File: config.mk
export PLATFORM = sky130hd
export DESIGN_NAME = cnt_clk_gate_router
export DESIGN_NICKNAME = d
export VERILOG_FILES = /design/src/rtl/ccr_pkg.sv /design/src/rtl/ccr_prescaler.sv /design/src/rtl/ccr_cfg_regs.sv /design/src/rtl/ccr_chan_route.sv /design/src/rtl/cnt_clk_gate_router.sv
export SDC_FILE = /design/constraint.sdc
export NUM_CORES = 1
export LEC_CHECK = 0
export ABC_AREA = 0
export BUFFER_PORTS_ARGS = -buffer_cell sky130_fd_sc_hd__buf_2
export CAP_MARGIN = 40
export CORE_MARGIN = 2
export CORE_UTILIZATION = 35
export CTS_BUF_LIST = sky130_fd_sc_hd__clkbuf_8 sky130_fd_sc_hd__clkbuf_16
export DETAILED_ROUTE_END_ITERATION = 6
export MAX_ROUTING_LAYER = met4
export PLACE_DENSITY = 0.64
export RECOVER_POWER = 100
export SYNTH_ARGS = -nofsm -noshare
export SYNTH_HDL_FRONTEND = slang
export SYNTH_HIERARCHICAL = 1
export SYNTH_SLANG_ARGS = --single-unit
File: constraint.sdc
create_clock -name clk -period 2 [get_ports clk]
set_input_delay 0.2 -clock clk [delete_from_list [all_inputs] [get_ports clk]]
set_output_delay 0.2 -clock clk [all_outputs]
set_load 0.03 [all_outputs]
File: src/rtl/ccr_pkg.sv
package ccr_pkg;
   localparam int SRC_W    = 3;
   localparam int CHAN_W   = 2;
   localparam int CHAN_LSB = 3;

   typedef logic [SRC_W-1:0] src_code_t;

   // clock source codes
   localparam src_code_t CLK_RESERVED  = 3'd0;
   localparam src_code_t CLK_REF       = 3'd1;
   localparam src_code_t CLK_NEIGHBOUR = 3'd6;
   localparam src_code_t CLK_EXTERNAL  = 3'd7;

   // gate source codes
   localparam src_code_t GATE_ON        = 3'd0;
   localparam src_code_t GATE_OFF       = 3'd1;
   localparam src_code_t GATE_EXTERNAL  = 3'd2;
   localparam src_code_t GATE_NEIGHBOUR = 3'd3;
endpackage

File: src/rtl/ccr_prescaler.sv
module ccr_prescaler #(
   parameter int DIV         = 10,
   parameter int NUM_DECADES = 4
) (
   input  logic                 clk,
   input  logic                 rst_n,
   input  logic                 ref_tick,
   output logic [NUM_DECADES:0] tick
);
   localparam int CW = (DIV > 1) ? $clog2(DIV) : 1;

   assign tick[0] = ref_tick;

   for (genvar k = 0; k < NUM_DECADES; k++) begin : g_stage
      logic [CW-1:0] cnt_q;
      logic          wrap;

      assign wrap      = (cnt_q == CW'(DIV - 1));
      assign tick[k+1] = tick[k] & wrap;

      always_ff @(posedge clk or negedge rst_n) begin
         if (!rst_n)
            cnt_q <= '0;
         else if (tick[k])
            cnt_q <= wrap ? '0 : cnt_q + 1'b1;
      end
   end
endmodule

File: src/rtl/ccr_cfg_regs.sv
module ccr_cfg_regs
   import ccr_pkg::*;
#(
   parameter int        NUM_CH     = 3,
   parameter src_code_t RESET_CODE = 3'd0
) (
   input  logic                         clk,
   input  logic                         rst_n,
   input  logic                         we,
   input  logic [7:0]                   wdata,
   output logic [NUM_CH-1:0][SRC_W-1:0] sel
);
   logic [CHAN_W-1:0] tgt;
   assign tgt = wdata[CHAN_LSB +: CHAN_W];

   for (genvar i = 0; i < NUM_CH; i++) begin : g_ch
      always_ff @(posedge clk or negedge rst_n) begin
         if (!rst_n)
            sel[i] <= RESET_CODE;
         else if (we && tgt == CHAN_W'(i))
            sel[i] <= wdata[SRC_W-1:0];
      end
   end
endmodule

File: src/rtl/ccr_chan_route.sv
module ccr_chan_route
   import ccr_pkg::*;
#(
   parameter int NUM_DECADES = 4
) (
   input  logic                 clk,
   input  logic                 rst_n,
   input  src_code_t            clk_sel,
   input  src_code_t            gate_sel,
   input  logic [NUM_DECADES:0] tick,
   input  logic                 nb_clk,
   input  logic                 nb_gate,
   input  logic                 ext_clk,
   input  logic                 ext_gate,
   output logic                 clk_en,
   output logic                 gate
);
   logic src_now;
   logic src_prev_q;

   always_comb begin
      src_now = 1'b0;
      case (clk_sel)
         CLK_RESERVED:  src_now = 1'b0;
         CLK_NEIGHBOUR: src_now = nb_clk;
         CLK_EXTERNAL:  src_now = ext_clk;
         default: begin
            for (int k = 0; k <= NUM_DECADES; k++)
               if (clk_sel == SRC_W'(k + 1)) src_now = tick[k];
         end
      endcase
   end

   always_ff @(posedge clk or negedge rst_n) begin
      if (!rst_n) src_prev_q <= 1'b0;
      else        src_prev_q <= src_now;
   end

   assign clk_en = src_now & ~src_prev_q;

   always_comb begin
      case (gate_sel)
         GATE_ON:        gate = 1'b1;
         GATE_OFF:       gate = 1'b0;
         GATE_EXTERNAL:  gate = ext_gate;
         GATE_NEIGHBOUR: gate = ~nb_gate;
         default:        gate = 1'b0;
      endcase
   end
endmodule

File: src/rtl/cnt_clk_gate_router.sv
module cnt_clk_gate_router
   import ccr_pkg::*;
#(
   parameter int NUM_CH      = 3,
   parameter int DIV         = 10,
   parameter int NUM_DECADES = 4
) (
   input  logic              clk,
   input  logic              rst_n,
   input  logic              ref_tick,
   input  logic              cfg_clk_we,
   input  logic              cfg_gate_we,
   input  logic [7:0]        cfg_wdata,
   input  logic [NUM_CH-1:0] cnt_out,
   input  logic [NUM_CH-1:0] ext_clk,
   input  logic [NUM_CH-1:0] ext_gate,
   output logic [NUM_CH-1:0] cnt_clk_en,
   output logic [NUM_CH-1:0] cnt_gate
);
   if (NUM_CH < 2 || NUM_CH > (1 << CHAN_W) - 1) begin : g_bad_ch
      $error("NUM_CH must leave one channel code unused and be at least 2");
   end
   if (DIV < 2) begin : g_bad_div
      $error("DIV must be at least 2");
   end
   if (NUM_DECADES < 1 || NUM_DECADES > 4) begin : g_bad_dec
      $error("NUM_DECADES must fit clock codes 2 to 5");
   end

   logic [NUM_DECADES:0]            tick_vec;
   logic [NUM_CH-1:0][SRC_W-1:0]    clk_sel_q;
   logic [NUM_CH-1:0][SRC_W-1:0]    gate_sel_q;

   ccr_prescaler #(.DIV(DIV), .NUM_DECADES(NUM_DECADES)) u_presc (
      .clk(clk), .rst_n(rst_n), .ref_tick(ref_tick), .tick(tick_vec)
   );

   ccr_cfg_regs #(.NUM_CH(NUM_CH), .RESET_CODE(CLK_REF)) u_clk_cfg (
      .clk(clk), .rst_n(rst_n), .we(cfg_clk_we), .wdata(cfg_wdata), .sel(clk_sel_q)
   );

   ccr_cfg_regs #(.NUM_CH(NUM_CH), .RESET_CODE(GATE_ON)) u_gate_cfg (
      .clk(clk), .rst_n(rst_n), .we(cfg_gate_we), .wdata(cfg_wdata), .sel(gate_sel_q)
   );

   for (genvar i = 0; i < NUM_CH; i++) begin : g_route
      localparam int PREV_CH = (i + NUM_CH - 1) % NUM_CH;
      localparam int NEXT_CH = (i + 1) % NUM_CH;

      ccr_chan_route #(.NUM_DECADES(NUM_DECADES)) u_route (
         .clk(clk), .rst_n(rst_n),
         .clk_sel(clk_sel_q[i]), .gate_sel(gate_sel_q[i]),
         .tick(tick_vec),
         .nb_clk(cnt_out[PREV_CH]), .nb_gate(cnt_out[NEXT_CH]),
         .ext_clk(ext_clk[i]), .ext_gate(ext_gate[i]),
         .clk_en(cnt_clk_en[i]), .gate(cnt_gate[i])
      );
   end
endmodule

## Word level (Yosys, flattened, before mapping)

Index checks and enable logic that the tools add are counted.

| operators by class | value |
|---|---|
| $add $sub $neg | 4 |
| equal/unequal tests | 33 |
| mux-type cells | 25 |
| bitwise logic cells | 13 |
| reduce and logical (&&, ||, !) cells | 13 |

Operators by type and width:

| operator | count |
|---|---|
| 3-bit by 2-bit == test with 1-bit output (second input constant) | 12 |
| 3-bit == test (second input constant) | 12 |
| 3-bit zero test | 6 |
| 1-bit case mux with 3 select lines | 6 |
| 4-bit by 1-bit adder with 4-bit output (second input constant) | 4 |
| 4-bit == test (second input constant) | 4 |
| 4-bit 2-to-1 mux | 4 |
| 1-bit 2-to-1 mux | 15 |
| 3-bit by 1-bit == test with 1-bit output (second input constant) | 3 |
| 1-bit AND | 7 |
| 1-bit logical AND | 6 |
| 1-bit inverter | 6 |
| 2-bit by 1-bit == test with 1-bit output (second input constant) | 1 |
| 2-bit == test (second input constant) | 1 |
| 2-bit zero test | 1 |

| storage, ports and cells | value |
|---|---|
| register bits after elaboration | 37 |
| output and inout bits | 6 |
| word-level logic and storage cells | 101 |

## Logic depth before layout (Yosys ltp)

| logic depth | value |
|---|---|
| depth after elaboration | 8 |
| mapped depth | 6 |
| depth with buffers taken out | 6 |

## Cells and area by module

The synthesis kept the hierarchy.

By module, submodules not included:

| module | times used | cells each | area each (sq um) |
|---|---|---|---|
| ccr_prescaler | 1 | 78 | 835.8 |
| ccr_cfg_regs (u_clk_cfg) | 1 | 21 | 357.8 |
| ccr_cfg_regs (u_gate_cfg) | 1 | 21 | 354.1 |
| ccr_chan_route | 3 | 12 | 113.9 |

## Least setup slack after synthesis

Ideal clock, no wire load.

| timing | value |
|---|---|
| kind | reg-to-output |
| from | register u_presc.g_stage[0].cnt_q[1] |
| to | output port cnt_clk_en[0] |
| data arrival time | 2.097 ns |
| data required time | 1.800 ns |
| path slack | -0.297 ns |
| stages on the path, launching flop included | 7 |
| path through | dfrtp_1 > nor3b_4 > nand4_2 > nor4_1 > mux2i_1 > mux4_2 > nor2_2 |

| on the way | value |
|---|---|
| word-level cells in the longest chain between the ends | 8 |
| elaborated cells between the ends (all ways) | 11 |
| those cells by class | eq/ne (1); mux (5); bitwise (5) |

Ends and longest elaborated chain:

| what | RTL line | RTL |
|---|---|---|
| from (decl) | ccr_prescaler.sv:15 | `logic [CW-1:0] cnt_q;` |
| from (signal assigned) | ccr_prescaler.sv:25 | `cnt_q <= wrap ? '0 : cnt_q + 1'b1;` |
| 4-bit == test | ccr_prescaler.sv:18 | `assign wrap = (cnt_q == CW'(DIV - 1));` |
| 1-bit AND (4 in series) | ccr_prescaler.sv:19 | `assign tick[k+1] = tick[k] & wrap;` |
| via tick_vec[4] | cnt_clk_gate_router.sv:30 | `logic [NUM_DECADES:0] tick_vec;` |
| 1-bit 2-to-1 mux | ccr_chan_route.sv:29 | `if (clk_sel == SRC_W'(k + 1)) src_now = tick[k];` |
| 1-bit case mux with 3 select lines | ccr_chan_route.sv:23 | `case (clk_sel)` |
| 1-bit AND | ccr_chan_route.sv:39 | `assign clk_en = src_now & ~src_prev_q;` |
| to (decl) | cnt_clk_gate_router.sv:17 | `output logic [NUM_CH-1:0] cnt_clk_en,` |

The timed path passes the listed nets, and every way through them passes these cells.

## Worst setup path in the final report

| timing | value |
|---|---|
| from | register u_presc.g_stage[0].cnt_q[2] |
| to | output port cnt_clk_en[2] |

| on the way | value |
|---|---|
| word-level cells in the longest chain between the ends | 8 |
| elaborated cells between the ends (all ways) | 11 |
| those cells by class | eq/ne (1); mux (5); bitwise (5) |

Ends and longest elaborated chain:

| what | RTL line |
|---|---|
| 4-bit == test * | ccr_prescaler.sv:18 |
| 1-bit AND * (3 in series) | ccr_prescaler.sv:19 |
| via tick_vec[3] | cnt_clk_gate_router.sv:30 |
| 1-bit 2-to-1 mux / 1-bit AND (equally long branches) | ccr_chan_route.sv:29, ccr_prescaler.sv:19 |
| 1-bit 2-to-1 mux * | ccr_chan_route.sv:29 |
| 1-bit case mux with 3 select lines * | ccr_chan_route.sv:23 |
| 1-bit AND * | ccr_chan_route.sv:39 |

Mark *: on every way through the listed nets, which the timed path passes. The rest lies on a longest branch.

==> metrics.yaml <==
setup_path:
  cp_slowest_stage_delay_ns: 0.53
  crit_path_start_kind: "flop"
  cp.required_ns: 1.80
  crit_type: "flop to primary output"
  end_kind: "primary output"
  cp_slowest_cell: "mux4_2"
  critPathMaxFanout: 4
  critical_path_arrival_ns: 2.32
  worstPathCellList: "nor3b_4 -> buf_4 -> nand4_4 -> nor3_4 -> mux2i_1 -> mux4_2 -> nor2_4 -> buf_6"
final_layout:
  syn2layout_area_growth_pct: 31.4
  drive_gt1_frac: 0.364
  layout.nets: 238
  final_cells: 287
  fillers: 480
  antenna_cells: 0
  ff_latch_area_um2: 930
  multi_input_area_um2: 968
synthesis:
  yosysSeqAreaShare: 0.492
  synthTopCellsByArea: "dfrtp_1 45%, mux2_1 8.3%, mux2i_1 4.8%"
  synth_top_area_frac: 0.450
  yosys_warnings: 6
  syn-num-nets: 178
  synth.largest_area_cell: "dfrtp_1"
  ys_seq_elements: 37
  syn-instance-count: 156
  netlist_area_mm2: 0.00189
  avgSynthCellArea_um2: 12.1
  synth_cell_types: 36
worst_hold_path:
  min_path_type: "primary input to flop"
routing:
  vias: 1321
  postRouteWirelength_um: 3670
  drc_errors: 0
  avgViaCountPerCell: 4.60
  routedWlPerCell_um: 12.8
  first_pass_iters: 4
  postRouteAntennaNets: 0
  drtIter0Drc: 23
die:
  die_x_um: 77.5
  initial_utilization: 0.365
  core_area_mm2: 0.00517
  die_y_um: 77.5
  die_area_mm2: 0.00600
  ioPinCount: 28
  rows: 26
global_route:
  antenna_found_initial: 0
  grt_first_pass_wirelength_um: 6290
  overflow: 0
  first_global_vias: 1400
  grt_usage: 0.140
  grt_max_degree: 31
placed_design:
  io_buffers: 24
  hpwl_um: 2730
  dp.cells: 271
  gp_congestion: 0.732
timing:
  max_freq_mhz: 397
  slew_headroom: 0.496
  fin_worst_skew_ns: 0.00617
  worst_pin_slew_ns: 0.756
  fin_ws_ns: -0.519
  setup_viol: 4
  drv_slew: 0
  rsz0062_at_grt: "true"
  timing.final.hold_violations: 0
  fin_crit_sh: 1.26
  min_period_ns: 2.52
power:
  p_per_area_mw_per_mm2: 963
  p_leak_nw: 1.16
  power_w: 0.00239
  vdd_ir_drop_max_mv: 0.382
clocking:
  clock_latency_ns: 0.29
  cts_tree: "yes"
  clkSlewWorstSetupHoldPaths_ns: 0.08
  htreeDepth: 2
  cts_buffers: 5
  cts_sinks: 37
  clk_path_buf_depth: 2
  cts_root_buffer: "clkbuf_8"
job:
  cap_violations: 0
outcome:
  violations: "setup timing"
  status: "complete, but fails checks"
stage by stage:
| step | TNS [ns] | hold slack, ns | utilization | area, µm² | setup slack (ns) |
|---|---|---|---|---|---|
| 2_1_floorplan | -0.418 | -0.0956 | - | 1910 | -0.139 |
| 3_3_place_gp | -1.03 | 0.354 | 0.439 | 2270 | -0.349 |
| 3_5_place_dp | -1.10 | 0.0678 | 0.442 | 2290 | -0.384 |
| 4_1_cts | -1.89 | 0.209 | 0.483 | 2500 | -0.615 |
| 5_1_grt | -2.05 | 0.222 | 0.480 | 2480 | -0.643 |
| 6_report | -1.52 | 0.217 | 0.480 | 2480 | -0.519 |
logic make-up after synthesis:
kind of cell / synth area share
AND/OR/NAND/NOR: 0.201
buffers and inverters: 0.0179
AO/OA/AOI/OAI: 0.0609
XOR/XNOR: 0.0371
flip-flops: 0.492
multiplexers: 0.191
Yosys cell counts:
| library cell | number |
|---|---|
| mux4_2 | 3 |
| nand2_1 | 15 |
| a22o_1 | 2 |
| nor3_2 | 1 |
| buf_4 | 1 |
| nor3b_1 | 1 |
| xnor2_1 | 2 |
| nor3b_2 | 3 |
| and3_1 | 1 |
| a21o_1 | 3 |
| mux2_2 | 4 |
| mux2_1 | 14 |
| nand3b_1 | 4 |
| nand4_2 | 1 |
| nor3_4 | 1 |
| nor3_1 | 2 |
| inv_1 | 7 |
| mux2i_1 | 9 |
| and2_1 | 1 |
| nand3_1 | 2 |
| nor2_2 | 3 |
| nor2_1 | 3 |
| nor2b_1 | 8 |
| dfstp_2 | 3 |
| dfrtp_1 | 34 |
| o2bb2a_2 | 1 |
| and4bb_2 | 2 |
| o21ai_0 | 8 |
| nor3b_4 | 1 |
| xor2_1 | 6 |
| a21oi_1 | 1 |
| nand4_4 | 1 |
| nand2b_1 | 3 |
| nor4_1 | 1 |
| and2b_1 | 1 |
| o22ai_1 | 3 |
critical path, delay by kind of cell (launching register included):
| kind | cells | cell delay, ns |
|---|---|---|
| flip-flops | 1 | 0.41 |
| buffers and inverters | 2 | 0.29 |
| AND/OR/NAND/NOR | 4 | 0.70 |
| multiplexers | 2 | 0.63 |
sequential cells by signal, indices dropped and copies added (netlist names):
register and flops:
u_presc/g_stage.cnt_q 16, u_gate_cfg/sel 9, u_clk_cfg/sel 9, g_route.u_route/src_prev_q 3
final timing paths:
path | from | endpoint | slack (ns) | depth (start not counted)
setup / recovery | u_presc/g_stage[0].cnt_q[2]$_DFFE_PN0P_ | cnt_clk_en[2] | -0.52 | 8
hold / removal | cfg_wdata[0] | u_gate_cfg/sel[3]$_DFFE_PN0P_ | 0.22 | 2
setup reg to reg | u_presc/g_stage[0].cnt_q[2]$_DFFE_PN0P_ | g_route[2].u_route/src_prev_q$_DFF_PN0_ | -0.03 | 8
hold reg to reg | u_gate_cfg/sel[5]$_DFFE_PN0P_ | u_gate_cfg/sel[5]$_DFFE_PN0P_ | 0.50 | 1
max in group asynchronous | rst_n | g_route[1].u_route/src_prev_q$_DFF_PN0_ | 0.57 | 3
min in group asynchronous | rst_n | u_presc/g_stage[3].cnt_q[2]$_DFFE_PN0P_ | 0.35 | 2
power breakdown:
| part | switching, W | internal (W) | leakage [nW] | total, W |
|---|---|---|---|---|
| clock network | 0.000268 | 0.000405 | 0.0574 | 0.000673 |
| logic | 0.000324 | 0.000373 | 0.648 | 0.000697 |
| registers | 0.000115 | 0.000907 | 0.456 | 0.00102 |
cell usage in the layout, fill, tap and decap left out, drive strengths merged, types with 2 or more instances in the layout:
master	count
mux2i	9
o21ai	8
nor3b	5
o22ai	3
mux2	18
inv	7
nand3b	4
mux4	3
nand4	2
nand3	2
a21o	3
nor2b	8
a22o	2
xnor2	2
nand2b	3
and4bb	2
dfstp	3
nand2	15
clkbuf	12
nor3	4
dfrtp	34
nor2	6
buf	47
xor2	6
layer usage:
layer / global-route usage / up-vias / part of all wire
met5: - / - / 0
met4: 0.0643 / 0 / 0.018
met3: 0.0326 / 6 / 0.022
met2: 0.223 / 15 / 0.50
met1: 0.170 / 629 / 0.46
li1: - / 671 / -
layout make-up:
type	instances	share of cell area
clock buffer	6	0.0333
sequential	37	0.374
tap	70	0.0353
inverter	7	0.0106
multi-input combinational	111	0.390
clock inverter	2	0.0151
timing repair buffer	54	0.141
repair_timing:
action,CTS,global route
gates resized for setup,9,2
pin swaps,4,3
setup endpoints to repair,6,6
setup buffers,5,2
endpoints found under the hold margin,7,0
hold buffers,1,0
(Power assumes the default switching activity.)
